**config.mk**
```make
export PLATFORM = sky130hd
export DESIGN_NAME = fm_freq_latch
export DESIGN_NICKNAME = d
export VERILOG_FILES = /design/src/rtl/fm_freq_pkg.sv /design/src/rtl/fm_freq_ctrl.sv /design/src/rtl/fm_freq_dp.sv /design/src/rtl/fm_freq_latch.sv
export SDC_FILE = /design/constraint.sdc
export NUM_CORES = 1
export LEC_CHECK = 0
export BUFFER_PORTS_ARGS = -buffer_cell sky130_fd_sc_hd__buf_4
export CAP_MARGIN = 10
export CELL_PAD_IN_SITES_DETAIL_PLACEMENT = 0
export CELL_PAD_IN_SITES_GLOBAL_PLACEMENT = 2
export CORE_AREA = 2 2 147 149
export DETAILED_ROUTE_END_ITERATION = 16
export DIE_AREA = 0 0 149 151
export GPL_TIMING_DRIVEN = 0
export PLACE_DENSITY_LB_ADDON = 0.1
export SETUP_SLACK_MARGIN = 0.3
export SLEW_MARGIN = 30
export SYNTH_ARGS = -nofsm -noshare
export SYNTH_HDL_FRONTEND = slang
export SYNTH_SLANG_ARGS = --single-unit
```
**constraint.sdc**
```tcl
create_clock -name clk -period 1.5 [get_ports clk]
set_input_delay 0.225 -clock clk [delete_from_list [all_inputs] [get_ports clk]]
set_output_delay 0.225 -clock clk [all_outputs]
set_load 0.03 [all_outputs]
```
**src/rtl/fm_freq_pkg.sv**
```systemverilog
package fm_freq_pkg;
  localparam int BLK_W   = 3;
  localparam int FNUM_W  = 11;
  localparam int STAGE_W = 6;
  localparam int LIVE_W  = BLK_W + FNUM_W;
  localparam int SLOT_W  = 4;
  localparam int OP_SLOTS = 3;

  typedef struct packed {
    logic              hiWr;
    logic              loWr;
    logic [SLOT_W-1:0] slot;
    logic [7:0]        data;
  } freqStrobe_t;
endpackage

```
**src/rtl/fm_freq_ctrl.sv**
```systemverilog
module fm_freq_ctrl
  import fm_freq_pkg::*;
#(
  parameter int NUM_BANKS     = 2,
  parameter int CHAN_PER_BANK = 3,
  parameter int BANK_W        = 1
) (
  input  logic              wrEn,
  input  logic [BANK_W-1:0] bankSel,
  input  logic [7:0]        wrAddr,
  input  logic [7:0]        wrData,
  output freqStrobe_t       strb
);
  localparam int NUM_CH = NUM_BANKS * CHAN_PER_BANK;
  localparam logic [1:0] CH_SUB_MAX = 2'(CHAN_PER_BANK - 1);
  localparam logic [1:0] OP_SUB_MAX = 2'(OP_SLOTS - 1);
  localparam logic [SLOT_W-1:0] CH_LIM = SLOT_W'(NUM_CH);

  logic [1:0]        sub;
  logic [SLOT_W-1:0] chanIdx;
  logic [SLOT_W-1:0] opIdx;
  logic              inWindow;

  assign sub      = wrAddr[1:0];
  assign inWindow = wrEn && (wrAddr[7:4] == 4'hA);
  assign chanIdx  = SLOT_W'(bankSel) * SLOT_W'(CHAN_PER_BANK) + SLOT_W'(sub);
  assign opIdx    = CH_LIM + SLOT_W'(sub);

  always_comb begin
    strb      = '0;
    strb.data = wrData;
    if (inWindow) begin
      unique case (wrAddr[3:2])
        2'd0: if (sub <= CH_SUB_MAX && chanIdx < CH_LIM) begin
          strb.loWr = 1'b1;
          strb.slot = chanIdx;
        end
        2'd1: if (sub <= CH_SUB_MAX && chanIdx < CH_LIM) begin
          strb.hiWr = 1'b1;
          strb.slot = chanIdx;
        end
        2'd2: if (sub <= OP_SUB_MAX && bankSel == '0) begin
          strb.loWr = 1'b1;
          strb.slot = opIdx;
        end
        default: if (sub <= OP_SUB_MAX && bankSel == '0) begin
          strb.hiWr = 1'b1;
          strb.slot = opIdx;
        end
      endcase
    end
  end
endmodule

```
**src/rtl/fm_freq_dp.sv**
```systemverilog
module fm_freq_dp
  import fm_freq_pkg::*;
#(
  parameter int NUM_SLOTS = 9
) (
  input  logic                        clk,
  input  logic                        rstN,
  input  freqStrobe_t                 strb,
  output logic [NUM_SLOTS*BLK_W-1:0]  slotBlock,
  output logic [NUM_SLOTS*FNUM_W-1:0] slotFnum
);
  for (genvar s = 0; s < NUM_SLOTS; s++) begin : g_slot
    logic [STAGE_W-1:0] stageReg;
    logic [LIVE_W-1:0]  liveReg;
    logic               hit;

    assign hit = (strb.slot == SLOT_W'(s));

    always_ff @(posedge clk or negedge rstN) begin
      if (!rstN) begin
        stageReg <= '0;
        liveReg  <= '0;
      end else begin
        if (strb.hiWr && hit) stageReg <= strb.data[STAGE_W-1:0];
        if (strb.loWr && hit) liveReg  <= {stageReg, strb.data};
      end
    end

    assign slotBlock[s*BLK_W +: BLK_W]   = liveReg[LIVE_W-1 -: BLK_W];
    assign slotFnum[s*FNUM_W +: FNUM_W]  = liveReg[FNUM_W-1:0];
  end
endmodule

```
**src/rtl/fm_freq_latch.sv**
```systemverilog
module fm_freq_latch
  import fm_freq_pkg::*;
#(
  parameter int NUM_BANKS     = 2,
  parameter int CHAN_PER_BANK = 3,
  localparam int NUM_CH       = NUM_BANKS * CHAN_PER_BANK,
  localparam int BANK_W       = (NUM_BANKS > 1) ? $clog2(NUM_BANKS) : 1
) (
  input  logic                         clk,
  input  logic                         rstN,
  input  logic                         wrEn,
  input  logic [BANK_W-1:0]            bankSel,
  input  logic [7:0]                   wrAddr,
  input  logic [7:0]                   wrData,
  output logic [NUM_CH*BLK_W-1:0]      chanBlock,
  output logic [NUM_CH*FNUM_W-1:0]     chanFnum,
  output logic [OP_SLOTS*BLK_W-1:0]    opBlock,
  output logic [OP_SLOTS*FNUM_W-1:0]   opFnum
);
  localparam int NUM_SLOTS = NUM_CH + OP_SLOTS;

  freqStrobe_t                  strb;
  logic [NUM_SLOTS*BLK_W-1:0]   slotBlock;
  logic [NUM_SLOTS*FNUM_W-1:0]  slotFnum;

  fm_freq_ctrl #(
    .NUM_BANKS(NUM_BANKS), .CHAN_PER_BANK(CHAN_PER_BANK), .BANK_W(BANK_W)
  ) i_ctrl (
    .wrEn(wrEn), .bankSel(bankSel), .wrAddr(wrAddr), .wrData(wrData), .strb(strb)
  );

  fm_freq_dp #(.NUM_SLOTS(NUM_SLOTS)) i_dp (
    .clk(clk), .rstN(rstN), .strb(strb),
    .slotBlock(slotBlock), .slotFnum(slotFnum)
  );

  assign chanBlock = slotBlock[NUM_CH*BLK_W-1:0];
  assign chanFnum  = slotFnum[NUM_CH*FNUM_W-1:0];
  assign opBlock   = slotBlock[NUM_SLOTS*BLK_W-1:NUM_CH*BLK_W];
  assign opFnum    = slotFnum[NUM_SLOTS*FNUM_W-1:NUM_CH*FNUM_W];
endmodule

```
# ---- Word-level counts from Yosys, hierarchy flattened
# Index checks and enable logic that the tools add are counted.
dict set report totals {
  word_cells 69
  ff_bits 180
  input_bits 20
}
dict set report classes {
  n_eq_ne 11
  n_bitwise 1
  multipliers 1
  add_sub_neg 2
  reduce_logical 24
  mux 10
  magnitude_cmp 2
}
# cell count
set op_table {}
lappend op_table {{$logic_and A1 B1 Y1} 21}
lappend op_table {{$eq A4 B3 Y1 const B} 4}
lappend op_table {{$pmux W4 S3} 1}
lappend op_table {{$mux W5} 2}
lappend op_table {{$eq A4 B2 Y1 const B} 2}
lappend op_table {{$eq A4 B4 Y1 const B} 2}
lappend op_table {{$mux W4} 2}
lappend op_table {{$mux W6} 1}
lappend op_table {{$add A3 B2 Y4} 1}
lappend op_table {{$add A3 B2 Y4 const A} 1}
lappend op_table {{$eq A4 B1 Y1 const B} 1}
lappend op_table {{$logic_not A4 Y1} 1}
lappend op_table {{$lt A4 B3 Y1 const B} 1}
lappend op_table {{$pmux W1 S2} 2}
lappend op_table {{$mul A1 B2 Y3 const B} 1}
lappend op_table {{$eq A2 B1 Y1 const B} 1}
lappend op_table {{$eq A2 B2 Y1 const B} 1}
lappend op_table {{$le A2 B2 Y1 const B} 1}
lappend op_table {{$logic_not A2 Y1} 1}
lappend op_table {{$mux W1} 2}
lappend op_table {{$reduce_or A2 Y1} 1}
lappend op_table {{$not A1 Y1} 1}

# ---- Depth between registers and ports, before layout
# Gate-level depths: netlist (run 1).
dict set report logic_depth {
  depth_word 9
  depth_mapped 9
  mapped_depth_nobuf 6
}

# ---- By module
# From an unflattened synthesis (run 1), not the netlist that was laid out.
dict set report unflattened {
  hier_cells 441
  hier_area_um2 7006.7
}
# module cells_each area_each_um2 instances
set by_module_without_submodules {}
lappend by_module_without_submodules {fm_freq_dp 410 6784.0 1}
lappend by_module_without_submodules {fm_freq_ctrl 31 222.7 1}

# ---- Worst setup path after synthesis (run 1)
# No wires, ideal clock.
dict set report synth_timing {
  path_kind {in2reg}
  start {input port bankSel}
  end {register i_dp.g_slot[2].liveReg[6]}
  required_ns 1.375
  setup_time_ns 0.125
  setup_slack_ns -0.918
  path_stages 8
  n_path_buf 2
  arrival_time_ns 2.293
  cell_sequence {ha_1 fa_1 clkbuf_1 nor4b_1 a211oi_1 nor2_2 buf_6 mux2_2}
}
dict set report synth_via {
  elab_chain_len 9
  elab_cells_between_ends 15
  classes_between {1 x add/sub; 1 x mul; 1 x order compare; 1 x eq/ne; 7 x mux; 1 x bitwise; 3 x reduce/logical}
}
# item line_no
set synth_rtl {}
lappend synth_rtl {{start: declaration} fm_freq_latch.sv:12} ;# input logic [BANK_W-1:0] bankSel,
lappend synth_rtl {{$mul A1 B2 Y3} fm_freq_ctrl.sv:26} ;# assign chanIdx = SLOT_W'(bankSel) * SLOT_W'(CHAN_PER_BANK) + SLOT_W'(sub);
lappend synth_rtl {{$add A3 B2 Y4} fm_freq_ctrl.sv:26}
lappend synth_rtl {{$lt A4 B3 Y1} {fm_freq_ctrl.sv:34, fm_freq_ctrl.sv:38}}
lappend synth_rtl {{$logic_and A1 B1 Y1} {fm_freq_ctrl.sv:34, fm_freq_ctrl.sv:38}}
lappend synth_rtl {{$mux W4 or $mux W5 (tied branches)} {fm_freq_ctrl.sv:38, fm_freq_ctrl.sv:34}}
lappend synth_rtl {{$pmux W4 S3} fm_freq_ctrl.sv:33} ;# unique case (wrAddr[3:2])
lappend synth_rtl {{$mux W6 *} fm_freq_ctrl.sv:32} ;# if (inWindow) begin
lappend synth_rtl {{$eq A4 B2 Y1} fm_freq_dp.sv:17} ;# assign hit = (strb.slot == SLOT_W'(s));
lappend synth_rtl {{$logic_and A1 B1 Y1 *} fm_freq_dp.sv:25} ;# if (strb.loWr && hit) liveReg <= {stageReg, strb.data};
lappend synth_rtl {{end signal: assignment} fm_freq_dp.sv:25}
lappend synth_rtl {{end: declaration} fm_freq_dp.sv:14} ;# logic [LIVE_W-1:0] liveReg;
# Every way passes the cells marked *; elsewhere a longest branch is shown, timed or not.
# A chain may end at the register's enable or synchronous reset.

# ---- Worst setup path after layout (run 1)
dict set report layout_timing {
  start {input port bankSel}
  end {register i_dp.g_slot[3].liveReg[9]}
}
dict set report layout_via {
  elab_chain_len 9
  elab_cells_between_ends 15
  classes_between {1 x add/sub; 1 x mul; 1 x order compare; 1 x eq/ne; 7 x mux; 1 x bitwise; 3 x reduce/logical}
}
# item line_no
set layout_rtl {}
lappend layout_rtl {{$mul A1 B2 Y3} fm_freq_ctrl.sv:26}
lappend layout_rtl {{$add A3 B2 Y4} fm_freq_ctrl.sv:26}
lappend layout_rtl {{$lt A4 B3 Y1} {fm_freq_ctrl.sv:34, fm_freq_ctrl.sv:38}}
lappend layout_rtl {{$logic_and A1 B1 Y1} {fm_freq_ctrl.sv:34, fm_freq_ctrl.sv:38}}
lappend layout_rtl {{$mux W4 or $mux W5 (tied branches)} {fm_freq_ctrl.sv:38, fm_freq_ctrl.sv:34}}
lappend layout_rtl {{$pmux W4 S3} fm_freq_ctrl.sv:33}
lappend layout_rtl {{$mux W6 *} fm_freq_ctrl.sv:32}
lappend layout_rtl {{$eq A4 B2 Y1} fm_freq_dp.sv:17}
lappend layout_rtl {{$logic_and A1 B1 Y1 *} fm_freq_dp.sv:25}
lappend layout_rtl {{end signal: assignment} fm_freq_dp.sv:25}
lappend layout_rtl {{end: declaration} fm_freq_dp.sv:14}
# Marked as above.

==> flow_metrics.tcl, run 1 <==
set metrics [dict create \
    crit_slowest_cell "fa_2" \
    period_share 1.274 \
    antenna_found_initial 0 \
    viasPerCell 4.554 \
    synth-edff-count 0 \
    status "complete, but fails checks" \
    cp_cell_sequence "buf_12, ha_4, fa_2, a211oi_4, buf_4, nand4b_4, buf_4, nor2_4, buf_12, mux2_2" \
    clkSlewWorstSetupHoldPaths_ns 0.07 \
    yosysUniqueCellTypes 38 \
    max-cap-violations 0 \
    grt_max_degree 83 \
    setup_viol 160 \
    use_met2 0.2724 \
    yosysWarnings 0 \
    cts_made_buffers 17 \
    p_per_area_mw_per_mm2 914.7 \
    worst_setup_path_end_kind "flip-flop" \
    die_w_um 149 \
    reg2reg_slack_ns 0.48 \
    max_stage_delay_ns 0.36 \
    max_freq_mhz 523.4 \
    finalNetCount 744 \
    finalCoreUtilization 0.5708 \
    synth_seq_cells 180 \
    relSlewSlack 0.5955 \
    cts-root-buf "clkbuf_16" \
    use_met1 0.2329 \
    synth-seq-area-share 0.6271 \
    r2r_end "i_dp.g_slot[2].liveReg[5]$_DFFE_PN0P_" \
    place_congestion 0.7003 \
    cp_num_buf_inv 4 \
    final_max_slew_viol_count 0 \
    met3_usage 0.04548 \
    reg2reg_depth 3 \
    cts_tree "built" \
    synth.avg_cell_area_um2 16.82 \
    worst_slack_ns -0.4105 \
    grt-busiest-layer "met2" \
    die_h_um 151 \
    routedWlPerCell_um 18.71 \
    drtPass1Iterations 4 \
    crit_family "buffers and inverters" \
    hpwlAfterDp_um 11780 \
    clock_latency_ns 0.42 \
    drt_iter0_markers 134 \
    hold_violations 0 \
    grt_setup_unrepaired "true" \
    grt_overflow_total 0 \
    rows 53 \
    synthCells 427 \
    crit_end "i_dp.g_slot[3].liveReg[9]$_DFFE_PN0P_" \
    holdPathStages 2 \
    grt_use_total 0.1706 \
    critical_path_class "in2reg" \
    ant_nets 0 \
    cp.depth 10 \
    arrival_ns 2.22 \
    rr_startpoint "i_dp.g_slot[2].liveReg[5]$_DFFE_PN0P_" \
    violations "setup timing" \
    n_antenna_cell 0 \
    critPathMaxFanout 10 \
    clock_path_buffers 2 \
    p_leak_nw 5.985 \
    fin_crit_ns 1.910 \
    critical_path.startpoint "bankSel" \
    drive_gt1_frac 0.7316 \
    clock_skew_ns 0.006048 \
    io_buffers 144 \
    die_area_mm2 0.02250 \
    syn_area_mm2 0.007183 \
    num_io_pins 146 \
    required_ns 1.81 \
    cts_num_sinks 180 \
    h-tree-depth 4 \
    initial_utilization 0.3450 \
    tightest_slew_ns 0.6067 \
    grt_pass1_vias 4966 \
    ys.flop_type "dfrtp_1" \
    synthArstFlopShare 1.000 \
    area.growth.synth_to_final_pct 65.46 \
    hp-class "in2reg" \
    route.detailed.drc 0 \
    power.total_mw 10.87 \
    vdd_drop_max_v 0.0006600 \
    num_vias 4595 \
    syn-num-nets 449 \
    grt_pass1_wl_um 28860 \
    wl_um 18880 \
    coreArea_mm2 0.02082 \
    start_kind "primary input" \
]
==> kinds of logic (layout without fill, tap and decap cells) <==
group                    count (synthesis)  in the layout  synth area share
AND/OR/NAND/NOR                         33             33           0.04163
multiplexers                           180            180            0.2937
AO/OA/AOI/OAI                            9              9           0.01324
flip-flops                             180            180            0.6271
adder cells (fa/ha/maj)                  2              2          0.004529
buffers and inverters                   23            330           0.01986
==> sequential cells by signal, indices dropped and copies added (netlist names) <==
signal / flops
i_dp.g_slot.stageReg: 54
i_dp.g_slot.liveReg: 126
==> worst min-delay path by stage <==
stage | start | endpoint
final | wrData[6] | i_dp.g_slot[5].liveReg[6]$_DFFE_PN0P_
after global routing | wrData[6] | i_dp.g_slot[5].liveReg[6]$_DFFE_PN0P_
after CTS | wrData[6] | i_dp.g_slot[5].liveReg[6]$_DFFE_PN0P_
after detailed placement | rstN | i_dp.g_slot[6].liveReg[3]$_DFFE_PN0P_
after global placement | i_dp.g_slot[6].liveReg[3]$_DFFE_PN0P_ | i_dp.g_slot[6].liveReg[3]$_DFFE_PN0P_
after floorplan | rstN | i_dp.g_slot[0].liveReg[0]$_DFFE_PN0P_
==> power by group <==
group	switching (mW)	total (mW)	internal, mW
clock	1.95	4.94	3.00
sequential	0.0628	5.01	4.94
combinational	0.486	0.919	0.433
total	2.50	10.9	8.37
==> layout by cell type (no fill, tap or decap), types with 2 or more instances in the layout <==
cell type and count:
buf_12 13, a211oi_4 3, bufinv_16 5, nor3_4 5, a21oi_4 2, buf_6 154, mux2_1 2, buf_16 3
buf_8 8, nor4b_2 2, nor2_4 8, clkbuf_16 19, inv_6 3, mux2_2 25, clkbuf_1 8, dfrtp_1 180
mux2_4 153, nor3b_4 2, a32oi_4 2, buf_4 111, inv_8 2
==> Yosys cell counts (all sizes together), types with 2 or more instances <==
cell type | n | share of area
dfrtp | 180 | 0.63
mux2 | 180 | 0.29
buf | 14 | 0.015
clkbuf | 9 | 0.0049
nor2 | 8 | 0.0052
nor3 | 6 | 0.012
a211oi | 3 | 0.0045
nor4b | 3 | 0.0037
a21oi | 2 | 0.0035
a32oi | 2 | 0.0035
nand3 | 2 | 0.0014
nand4b | 2 | 0.0033
nor3b | 2 | 0.0052
==> what timing repair did <==
action / CTS / global route
setup buffers: 84 / 41
hold buffers: 1 / 0
endpoints found under the hold margin: 36 / 0
pin swaps: 20 / 14
cloned: 2 / 2
gates resized for setup: 200 / 30
endpoints found under the setup margin: 302 / 302
==> metrics by stage <==
| step | setup TNS (ns) | setup WS [ns] | hold WS, ns | instance area (um2) | std cells |
|---|---|---|---|---|---|
| 2_1_floorplan | -85.60 | -0.6378 | -0.07059 | 7721 | 427 |
| 3_3_place_gp | -305.97 | -1.110 | 0.4719 | 9146 | 846 |
| 3_5_place_dp | -151.46 | -1.143 | 0.1225 | 9209 | 848 |
| 4_1_cts | -50.25 | -0.4214 | 0.1272 | 11360 | 966 |
| 5_1_grt | -58.31 | -0.4754 | 0.1232 | 11890 | 1009 |
| 6_report | -51.98 | -0.4105 | 0.1469 | 11890 | 1009 |
==> layer usage <==
metal  up-vias  part of all wire
li1       2117                 -
met1      2382              0.47
met2        91              0.48
met3         5             0.044
met4         0            0.0061
met5         -                 0
==> cell type report <==
class | count | area (um2)
Buffer | 23 | 257.7
Clock buffer | 19 | 432.9
Clock inverter | 12 | 215.2
Fill cell | 1692 | 8937
Multi-Input combinational cell | 224 | 3271
Sequential cell | 180 | 4504
Tap cell | 275 | 344.1
Timing Repair Buffer | 276 | 2860
Power figures use the tool's default switching activity.
==> run 2: changes to the inputs <==
- ABC_AREA: default -> 1
- CORE_AREA: 2 2 147 149 -> 2 2 151 153
- DIE_AREA: 0 0 149 151 -> 0 0 153 155
==> flow_metrics.tcl, run 2 <==
set metrics [dict create \
    rows 55 \
    yosys.area_share.simple 0.3327 \
    critPathMaxFanout 6 \
    syn_area_mm2 0.007577 \
    final_cell_area_mm2 0.01234 \
    grt_setup_unrepaired "true" \
    synth_seq_cells 180 \
    initial_utilization 0.3409 \
    grt_pass1_vias 6910 \
    synthCells 848 \
    synth-seq-area-share 0.5945 \
    final_common_cell "nand2_1" \
    hold_violations 0 \
    yosysWarnings 0 \
    synth.avg_cell_area_um2 8.935 \
    clock_path_buffers 2 \
    synth_compound_area_frac 0.01536 \
    cp_cell_sequence "buf_8, ha_4, fa_1, nand3_1, nand2_2, buf_6, nor2_4, buf_12, nand3_4, buf_6, nand2_2, nand2_2" \
    max_freq_mhz 633.7 \
    antenna_found_initial 1 \
    period_share 1.052 \
    multi_input_area_mm2 0.003412 \
    grt_pass1_wl_um 39070 \
    synth.most_common_cell "nand2_1" \
    yosysUniqueCellTypes 24 \
    worst_slack_ns -0.07793 \
    cts_tree "built" \
    setup_viol 132 \
    critical_path_class "in2reg" \
    placed_area_mm2 0.009246 \
    largest_reg_flops 126 \
    fin_crit_ns 1.578 \
    cp_common_cell "nand2_2" \
    routedWlPerCell_um 17.25 \
    muxShareOfSynthArea 0 \
    final_max_slew_viol_count 0 \
    tns_ns -5.796 \
    wl_um 24790 \
    violations "setup timing" \
    place_congestion 0.7622 \
    die_h_um 155 \
    drtPass1Iterations 4 \
    yosys.area.top_type "dfrtp_1" \
    clock_latency_ns 0.43 \
    fill_cells 2066 \
    whs_ns 0.2511 \
    status "complete, but fails checks" \
    synthArstFlopShare 1.000 \
    n_antenna_cell 0 \
    max_stage_delay_ns 0.42 \
    drive_gt1_frac 0.4592 \
    io_buffers 137 \
    die_w_um 153 \
    area.growth.synth_to_final_pct 62.85 \
    hp-class "in2async" \
    seqCellArea_mm2 0.004504 \
    crit_slowest_cell "fa_1" \
    largestRegisters "i_dp.g_slot.liveReg x126, i_dp.g_slot.stageReg x54" \
    relSlewSlack 0.3641 \
    max-cap-violations 0 \
    grt_overflow_total 0 \
    clock_skew_ns 0.005314 \
    layout_common_cells "nand2_1, dfrtp_1, buf_6, buf_4, nand4_1" \
    ant_nets 0 \
    die_area_mm2 0.02372 \
    p_leak_nw 6.469 \
    arrival_ns 1.90 \
    top_register "i_dp.g_slot.liveReg" \
    drt_iter0_markers 352 \
    coreArea_mm2 0.02223 \
    synth-edff-count 0 \
    ys.flop_type "dfrtp_1" \
    tightest_slew_ns 0.9538 \
    synthAdderAreaFrac 0.004293 \
    cts_made_buffers 17 \
    cts-root-buf "clkbuf_16" \
    grt_use_total 0.2100 \
    worst_setup_path_end_kind "flip-flop" \
    synth_common_cells "nand2_1, dfrtp_1, nand3_1" \
    synth.top_cell.area_share 0.5945 \
    num_vias 6935 \
    clkSlewWorstSetupHoldPaths_ns 0.07 \
    synth_xor_xnor_area_share 0 \
    num_io_pins 146 \
    start_kind "primary input" \
    cts_num_sinks 180 \
    finalNetCount 1162 \
    vdd_drop_max_v 0.0007462 \
    syn-num-nets 870 \
    p_per_area_mw_per_mm2 841.5 \
    viasPerCell 4.826 \
    hpwlAfterDp_um 15340 \
    route.detailed.drc 0 \
    grt_max_degree 78 \
    yosys-top-cells-area "dfrtp_1, nand2_1, nand4_1, nand3_1, buf_2" \
    required_ns 1.83 \
    synth_top_family_by_area "simple AND/OR/NAND/NOR gates" \
    h-tree-depth 4 \
]
-- run 2: cell count changes in the layout (fill, tap and decap cells not counted), moves of 25 or more --
cell / change
nand2_1: +274
mux2_4: -153
nand4_1: +81
nand2_2: +69
nand3_2: +52
nand3_1: +32
mux2_2: -25
-- run 2: logic make-up (layout without fill, tap and decap cells) --
kind of cell | Yosys count | in the layout
simple gates | 554 | 554
compound gates | 21 | 21
flops | 180 | 180
buf+inv | 91 | 395
fa+ha+maj | 2 | 2
-- run 2: through the flow --
stage	instances	util	setup slack (ns)	power, mW
2_1_floorplan	848	-	-0.2152	5.318
3_3_place_gp	1270	0.4132	-1.081	5.627
3_5_place_dp	1272	0.4160	-0.6854	5.647
4_1_cts	1393	0.5205	-0.04412	10.45
5_1_grt	1437	0.5551	-0.1439	10.77
6_report	1437	0.5551	-0.07793	10.38
-- run 2: timing repair --
action                                  in CTS  in global routing
cloned                                      11                  5
gates resized for setup                    257                116
endpoints found under the setup margin     304                306
setup buffers                               78                 39
endpoints found under the hold margin       33                  0
pin swaps                                   70                 66
hold buffers                                 1                  0
-- run 2: worst paths after layout --
path | start | end | slack, ns | cells past startpoint
setup / recovery | bankSel | i_dp.g_slot[5].liveReg[9]$_DFFE_PN0P_ | -0.08 | 12
hold reg to reg | i_dp.g_slot[5].stageReg[5]$_DFFE_PN0P_ | i_dp.g_slot[5].stageReg[5]$_DFFE_PN0P_ | 0.48 | 2
setup reg to reg | i_dp.g_slot[8].liveReg[9]$_DFFE_PN0P_ | i_dp.g_slot[8].liveReg[9]$_DFFE_PN0P_ | 0.64 | 4
max in group asynchronous | rstN | i_dp.g_slot[2].stageReg[3]$_DFFE_PN0P_ | 0.55 | 3
hold / removal | rstN | i_dp.g_slot[1].liveReg[2]$_DFFE_PN0P_ | 0.25 | 2
min in group clk | wrAddr[2] | i_dp.g_slot[8].stageReg[0]$_DFFE_PN0P_ | 0.27 | 5
-- run 2: critical path: cells and delay by family --
family,cells,cell delay [ns]
AND/OR/NAND/NOR,6,0.55
buffers and inverters,4,0.55
adder cells (fa/ha/maj),2,0.57
-- run 2: cell type report --
type / instances / area share
flip-flops and latches: 180 / 0.3650
multi-input cells: 577 / 0.2765
repair buffers: 273 / 0.2288
plain buffers: 68 / 0.04441
clock buffers: 19 / 0.03508
well taps: 285 / 0.02890
clock inverters: 12 / 0.01369
inverters: 23 / 0.007605
-- run 2: routing by layer --
metal / track usage / vias to the layer above / share of wire
met3: 0.03510 / 20 / 0.035
met4: 0.06173 / 2 / 0.0096
met1: 0.2827 / 3408 / 0.45
li1: - / 3367 / -
met2: 0.3513 / 138 / 0.51
met5: 0 / - / 0.00032
-- run 2: power by group --
part           internal (mW)  switching [mW]  leakage [nW]
sequential              4.92          0.0565          2.47
clock                   2.65            2.02         0.287
combinational          0.266           0.470          3.71
